<file path="config.mk">
export PLATFORM = sky130hd
export DESIGN_NAME = gate_event_counter
export DESIGN_NICKNAME = d
export VERILOG_FILES = /design/src/rtl/gec_pkg.sv /design/src/rtl/gec_edge_sync.sv /design/src/rtl/gec_control.sv /design/src/rtl/gec_datapath.sv /design/src/rtl/gate_event_counter.sv
export SDC_FILE = /design/constraint.sdc
export NUM_CORES = 1
export LEC_CHECK = 0
export ABC_AREA = 1
export BUFFER_PORTS_ARGS = -buffer_cell sky130_fd_sc_hd__buf_2
export CORE_MARGIN = 2
export CORE_UTILIZATION = 55
export DETAILED_ROUTE_END_ITERATION = 8
export PLACE_DENSITY_LB_ADDON = 0.15
export REMOVE_ABC_BUFFERS = 1
export SLEW_MARGIN = 15
export SYNTH_ARGS = -nofsm -noshare
export SYNTH_HDL_FRONTEND = slang
export SYNTH_SLANG_ARGS = --single-unit
</file>
<file path="constraint.sdc">
create_clock -name clk -period 5.1 [get_ports clk]
set_input_delay 0.765 -clock clk [delete_from_list [all_inputs] [get_ports clk]]
set_output_delay 0.765 -clock clk [all_outputs]
set_load 0.05 [all_outputs]
</file>
<file path="src/rtl/gec_pkg.sv">
package gec_pkg;

  // Strobes issued by the control to the datapath, one cycle wide each.
  typedef struct packed {
    logic countEvent;   // advance the cascaded counter by one
    logic captureNow;   // latch the cascade and update the difference
  } dpStrobe_t;

endpackage

</file>
<file path="src/rtl/gec_edge_sync.sv">
module gec_edge_sync #(
  parameter int STAGES = 2
) (
  input  logic clk,
  input  logic rstN,
  input  logic asyncIn,
  output logic risePulse
);

  logic [STAGES-1:0] syncChain;
  logic              lastLevel;

  genvar gi;
  generate
    for (gi = 0; gi < STAGES; gi++) begin : g_stage
      if (gi == 0) begin : g_first
        always_ff @(posedge clk) begin
          if (!rstN) syncChain[0] <= 1'b0;
          else       syncChain[0] <= asyncIn;
        end
      end else begin : g_next
        always_ff @(posedge clk) begin
          if (!rstN) syncChain[gi] <= 1'b0;
          else       syncChain[gi] <= syncChain[gi-1];
        end
      end
    end
  endgenerate

  always_ff @(posedge clk) begin
    if (!rstN) lastLevel <= 1'b0;
    else       lastLevel <= syncChain[STAGES-1];
  end

  assign risePulse = syncChain[STAGES-1] & ~lastLevel;

endmodule

</file>
<file path="src/rtl/gec_control.sv">
module gec_control
  import gec_pkg::*;
(
  input  logic      clk,
  input  logic      rstN,
  input  logic      sigRise,
  input  logic      gateRise,
  input  logic      readAck,
  output dpStrobe_t strobes,
  output logic      dataReady,
  output logic      overrun,
  output logic      deltaValid
);

  logic seenCapture;

  always_comb begin
    strobes.countEvent = sigRise;
    strobes.captureNow = gateRise;
  end

  always_ff @(posedge clk) begin
    if (!rstN) begin
      dataReady   <= 1'b0;
      overrun     <= 1'b0;
      deltaValid  <= 1'b0;
      seenCapture <= 1'b0;
    end else begin
      if (gateRise)     dataReady <= 1'b1;
      else if (readAck) dataReady <= 1'b0;
      overrun     <= overrun | (gateRise & dataReady & ~readAck);
      seenCapture <= seenCapture | gateRise;
      deltaValid  <= deltaValid | (gateRise & seenCapture);
    end
  end

endmodule

</file>
<file path="src/rtl/gec_datapath.sv">
module gec_datapath
  import gec_pkg::*;
#(
  parameter int LOW_W  = 16,
  parameter int HIGH_W = 16
) (
  input  logic                    clk,
  input  logic                    rstN,
  input  dpStrobe_t               strobes,
  output logic [LOW_W+HIGH_W-1:0] capValue,
  output logic [LOW_W+HIGH_W-1:0] deltaCount
);

  localparam int CNT_W = LOW_W + HIGH_W;

  logic [LOW_W-1:0]  lowCnt,  lowNext;
  logic [HIGH_W-1:0] highCnt, highNext;
  logic              lowCarry;
  logic [CNT_W-1:0]  joinedNext;

  // Capture uses the next-state values so a coincident edge and its carry land in both halves together.
  always_comb begin
    lowCarry   = strobes.countEvent & (&lowCnt);
    lowNext    = strobes.countEvent ? lowCnt + 1'b1 : lowCnt;
    highNext   = lowCarry ? highCnt + 1'b1 : highCnt;
    joinedNext = {highNext, lowNext};
  end

  always_ff @(posedge clk) begin
    if (!rstN) begin
      lowCnt     <= '0;
      highCnt    <= '0;
      capValue   <= '0;
      deltaCount <= '0;
    end else begin
      lowCnt  <= lowNext;
      highCnt <= highNext;
      if (strobes.captureNow) begin
        capValue   <= joinedNext;
        deltaCount <= joinedNext - capValue;
      end
    end
  end

endmodule

</file>
<file path="src/rtl/gate_event_counter.sv">
module gate_event_counter
  import gec_pkg::*;
#(
  parameter int LOW_W       = 16,
  parameter int HIGH_W      = 16,
  parameter int SYNC_STAGES = 2
) (
  input  logic                    clk,
  input  logic                    rstN,
  input  logic                    sigIn,
  input  logic                    gateIn,
  input  logic                    readAck,
  output logic [LOW_W+HIGH_W-1:0] capValue,
  output logic [LOW_W+HIGH_W-1:0] deltaCount,
  output logic                    dataReady,
  output logic                    overrun,
  output logic                    deltaValid
);

  localparam int CNT_W = LOW_W + HIGH_W;

  logic      sigRise;
  logic      gateRise;
  logic      capPulse;
  dpStrobe_t strobes;

  gec_edge_sync #(.STAGES(SYNC_STAGES)) uSigSync (
    .clk(clk), .rstN(rstN), .asyncIn(sigIn), .risePulse(sigRise)
  );

  gec_edge_sync #(.STAGES(SYNC_STAGES)) uGateSync (
    .clk(clk), .rstN(rstN), .asyncIn(gateIn), .risePulse(gateRise)
  );

  gec_control uCtrl (
    .clk(clk), .rstN(rstN), .sigRise(sigRise), .gateRise(gateRise),
    .readAck(readAck), .strobes(strobes), .dataReady(dataReady),
    .overrun(overrun), .deltaValid(deltaValid)
  );

  gec_datapath #(.LOW_W(LOW_W), .HIGH_W(HIGH_W)) uDp (
    .clk(clk), .rstN(rstN), .strobes(strobes),
    .capValue(capValue), .deltaCount(deltaCount)
  );

  assign capPulse = strobes.captureNow;

endmodule

</file>
# Word level (Yosys, flattened, before mapping)
# Index checks and enable logic that the tools add are counted.
[word_totals]
register_bits = 106
latch_bits = 0
ramBits = 0
rom_bits = 0
inputBits = 5
output_inout_bits = 67
wordCells = 35
mem_count = 0
[classes]
n_addsub = 3
n_mul = 0
div_mod_pow = 0
n_lt_le_gt_ge = 0
eq_ne = 0
shifts = 0
muxes = 4
n_bitwise = 12
reduce_logical = 2
[op_table]
columns = ["cell", "count"]
rows = [
  ["$add A16 B1 Y16 const B", 2],
  ["$mux W16", 2],
  ["$sub A32 B32 Y32", 1],
  ["$reduce_and A16 Y1", 1],
  ["$and A1 B1 Y1", 6],
  ["$not A1 Y1", 3],
  ["$or A1 B1 Y1", 3],
  ["$mux W1", 2],
  ["$reduce_bool A2 Y1", 1],
]

# Logic depth before layout (Yosys ltp)
[depth]
word_depth = 5
depth_mapped = 24
ltp_nobuf = 24

# By module
# A second synthesis with hierarchy kept.
[unflattened]
hier_cells = 1005
area_unflattened_um2 = 6533.8
[modules_own_cells]
columns = ["mod", "n_inst", "cells_each", "area_per_inst_um2", "seq_area_each_um2"]
rows = [
  ["gec_datapath", 1, 966, 6198.4, 1921.8],
  ["gec_edge_sync", 2, 11, 92.6, 60.1],
  ["gec_control", 1, 17, 150.1, 80.1],
]

# Least setup slack after synthesis
# OpenSTA, ideal clock, no wires.
[synth_timing]
kind = "register to register"
start = "register uDp.lowCnt[1]"
end = "register uDp.deltaCount[30]"
setup_time_ns = 0.109
arrival_ns = 2.590
required_ns = 4.991
slack_ns = 2.401
stages_incl_launch_ff = 22
n_path_buf = 0
period_less_slack_ns = 2.699
path_cell_list = "dfxtp_1 ha_1 nand3_2 inv_2 nand2_4 nor2_4 nand2_4 nor2_4 nand2_4 nor2_4 xor2_2 inv_1 ha_1 nand2_1 nor3_1 nand2_1 nor3_1 nand2_1 nand3_1 nand3_1 nand2_1 inv_1"
[synth_via]
elab_chain_cells = 4
word_cells_on_any_way = 6
cone_classes = "2 x add/sub; 2 x mux; 1 x bitwise; 1 x reduce/logical"
[synth_rtl]
columns = ["element", "line_no", "rtl"]
rows = [
  ["from (decl)", "gec_datapath.sv:16", "logic [LOW_W-1:0] lowCnt, lowNext;"],
  ["from (signal assigned)", "gec_datapath.sv:36", "lowCnt <= lowNext;"],
  ["$reduce_and A16 Y1", "gec_datapath.sv:23", "lowCarry = strobes.countEvent & (&lowCnt);"],
  ["$and A1 B1 Y1", "gec_datapath.sv:23", ""],
  ["$mux W16", "gec_datapath.sv:25", "highNext = lowCarry ? highCnt + 1'b1 : highCnt;"],
  ["via uDp.highNext[11]", "gec_datapath.sv:17", "logic [HIGH_W-1:0] highCnt, highNext;"],
  ["$sub A32 B32 Y32", "gec_datapath.sv:40", "deltaCount <= joinedNext - capValue;"],
  ["to (signal assigned)", "gec_datapath.sv:40", ""],
  ["to (decl)", "gec_datapath.sv:11", "output logic [LOW_W+HIGH_W-1:0] deltaCount"],
]
# The timed path passes the listed nets, and every way through them passes these cells.
# A chain may end at the register's enable or synchronous reset.

# Worst setup path in the final report
# Same ends and word-level chain as after synthesis.

==> flow_summary.yaml <==
cells_and_area:
  nets: 1112
  drive_above_1_share: 0.110
  final_common_cell: "nand2_1"
  final_cell_mix: "nand2_1 (205), inv_1 (194), nor2_1 (155)"
  antenna_cells: 0
  syn_to_final_growth_pct: 11.7
  final_util: 0.633
hold_path:
  min_path_cells: 2
  hold_class: "flip-flop to flip-flop"
  min_from: "uSigSync.syncChain[0]$_SDFF_PN0_"
  worstHoldEndpoint: "uSigSync.syncChain[1]$_SDFF_PN0_"
logic_synthesis:
  syn-cell-area_sq_um: 6530
  netlist_instances: 1013
  yosysWarnings: 0
  ys_types: 40
  synth-seq-area-share: 0.325
  synthTopCellsByArea: "dfxtp_1 (33%), nand2_1 (12%), inv_1 (11%), nor2_1 (9.0%), ha_1 (6.3%)"
  synth.largest_area_cell: "dfxtp_1"
  yosysTopAreaCellShare: 0.325
  synth-seq-cells: 106
  syn_area_per_cell_sq_um: 6.44
routing:
  dr.first_iter.drc_count: 325
  wl_per_cell_microns: 12.3
  vias_per_cell: 4.94
  wl_met3_microns: 582
  wl_met1_mm: 7.49
  drc: 6
  drt_wl_total_mm: 15.0
  routed.top_layer: "met4"
  vias: 6036
  dr.pass1.iters: 7
  antenna_left: 0
  route.met2.wl_mm: 6.53
global_route:
  track_usage: 0.245
  gr-total-overflow: 0
  antenna_found_initial: 0
  grt_pass1_wl_mm: 25.3
  grt_max_degree: 96
  grt_pass1_vias: 5534
timing:
  slew_viol_final: 0
  rsz0062_at_grt: "no"
  relSlewSlack: 0.312
  finalCritPeriodShare: 0.611
  worst_slew_pin_slew_ns: 1.03
  setup_viol: 0
  min_period_ns: 3.12
  fmax_ghz: 0.321
  fin_skew_ns: 0.00820
  hold_viol_final: 0
pwr:
  power_density_nw_per_um2: 278
  p_sw_frac: 0.324
  total_power_w: 0.00203
  p_leak_nw: 4.12
  p_int_w: 0.00137
  ir_worst_vdd_uv: 175
  power_frac_clock: 0.355
  switching_power_w: 0.000657
  pwr-share-comb: 0.214
  seqPwrFrac: 0.431
critical_path:
  cp_max_fo: 7
  worstReg2RegStart: "uDp.lowCnt[1]$_SDFF_PN0_"
  critPathCaptureType: "flip-flop"
  crit_type: "flip-flop to flip-flop"
  arrival_ns: 3.38
  worstRegToRegCells: 21
  r2r-end: "uDp.deltaCount[30]$_SDFFE_PN0P_"
  start_kind: "flip-flop"
  r2r_slack_ns: 1.98
  worstPathRequired_ns: 5.37
die:
  die_x_microns: 113
  rows: 39
  die_h_microns: 113
  core_area_sq_um: 11500
  start_util: 0.567
  die_area_sq_um: 12800
  io_pins: 72
clocking:
  clock_latency_ns: 0.36
  cts_num_sinks: 106
  clock_tree.buffer_depth: 2
  postCtsResizedCells: 0
  htreeDepth: 3
  cts_setup_buffers: 0
  cts_hold_buf: 0
  clock-root-buffer: "clkbuf_16"
  cts_tree: "done"
  cts_inserted_buffers: 9
  clkTransAtPathRegs_ns: 0.07
placement:
  gp_congestion: 0.947
  dp_hpwl_mm: 11.2
  io_buffer_count: 71
job:
  max_cap_viol_count: 0
status:
  status: "finished with violations"
  violations: "DRC"
power by group through the flow:
stage | combinational, W | sequential, W | clock (W)
detailed placement | 0.000429 | 0.000893 | 0
global placement | 0.000427 | 0.000893 | 0
global route | 0.000485 | 0.000877 | 0.000769
finish | 0.000434 | 0.000874 | 0.000720
floorplan | 0.000241 | 0.000985 | 0
CTS | 0.000432 | 0.000874 | 0.000736
sequential cells by signal (all words and copies together), names as in the netlist:
| signal | count |
|---|---|
| uDp.highCnt | 16 |
| uGateSync.syncChain | 2 |
| uGateSync.lastLevel | 1 |
| uCtrl.deltaValid | 1 |
| uSigSync.syncChain | 2 |
| uDp.capValue | 32 |
| uCtrl.dataReady | 1 |
| uDp.deltaCount | 32 |
| uCtrl.seenCapture | 1 |
| uDp.lowCnt | 16 |
| uSigSync.lastLevel | 1 |
| uCtrl.overrun | 1 |
critical path: stages (launching register included):
cell,delay [ns]
dfxtp_1,0.35
ha_1,0.19
nand3_2,0.10
inv_2,0.08
nand2_4,0.07
nor2_4,0.16
nand2_4,0.11
nor2_4,0.13
nand2_4,0.07
xor2_1,0.22
inv_1,0.07
ha_1,0.34
a21oi_1,0.27
o21ai_0,0.19
nand2_1,0.10
nand3_1,0.07
a21oi_1,0.17
nand2_1,0.07
nand2_1,0.06
nand3_1,0.06
nand2_1,0.09
inv_1,0.03
routing by layer:
layer	track usage	up-vias
met5	0	-
met3	0.0354	26
li1	-	3247
met1	0.332	2647
met4	0.103	0
met2	0.394	116
area by class of cell:
cell class	instances	area [sq um]
fill	1171	4220
multi-input combinational	686	3580
sequential	106	2120
inverter	197	739
timing repair buffer	73	370
clock buffer	10	239
tap	143	179
clock inverter	6	63.8
cells by family after synthesis:
kind of cell	count (synthesis)	synth area share
and+or+nand+nor	453	0.297
buffers and inverters	221	0.128
AOI/OAI and AO/OA	161	0.131
DFF	106	0.325
xor gates and xnor gates	38	0.0521
adders and majority gates	34	0.0663
cell usage after synthesis (all sizes together):
cell    count
ha         33
o21bai      6
a21oi      73
a31oi       1
a21boi      1
o21a        3
nand3      47
nand3b      2
xor2       33
a31o        1
o211ai      2
nor3       11
and3        1
nand4       9
a21o        5
fa          1
xnor2       5
o21ai      69
nor2      165
and2        2
inv       196
nand2     212
nor4        1
or2         3
buf         6
dfxtp     106
clkbuf     18
clkinv      1
metrics by stage:
| step | setup WS [ns] | setup TNS [ns] | cell area [sq um] | hold WS (ns) | instances |
|---|---|---|---|---|---|
| 5_1_grt | 1.58 | 0 | 7290 | 0.429 | 1221 |
| 4_1_cts | 2.00 | 0 | 7290 | 0.414 | 1221 |
| 3_3_place_gp | 2.03 | 0 | 6990 | 0.396 | 1205 |
| 3_5_place_dp | 2.03 | 0 | 6990 | 0.397 | 1205 |
| 6_report | 1.98 | 0 | 7290 | 0.414 | 1221 |
| 2_1_floorplan | -0.526 | -11.36 | 6430 | 0.390 | 989 |
how the worst max path moves through the flow:
stage	startpoint	endpoint	slack [ns]
6_report	uDp.lowCnt[1]$_SDFF_PN0_	uDp.deltaCount[30]$_SDFFE_PN0P_	1.98
5_1_grt	uDp.lowCnt[1]$_SDFF_PN0_	uDp.deltaCount[30]$_SDFFE_PN0P_	1.58
4_1_cts	uDp.lowCnt[1]$_SDFF_PN0_	uDp.deltaCount[30]$_SDFFE_PN0P_	2.00
3_5_place_dp	uDp.lowCnt[1]$_SDFF_PN0_	uDp.deltaCount[30]$_SDFFE_PN0P_	2.03
3_3_place_gp	uDp.lowCnt[1]$_SDFF_PN0_	uDp.deltaCount[30]$_SDFFE_PN0P_	2.03
2_1_floorplan	uGateSync.syncChain[1]$_SDFF_PN0_	uDp.deltaCount[19]$_SDFFE_PN0P_	-0.53
No activity file was read; power rests on OpenSTA's default activity.
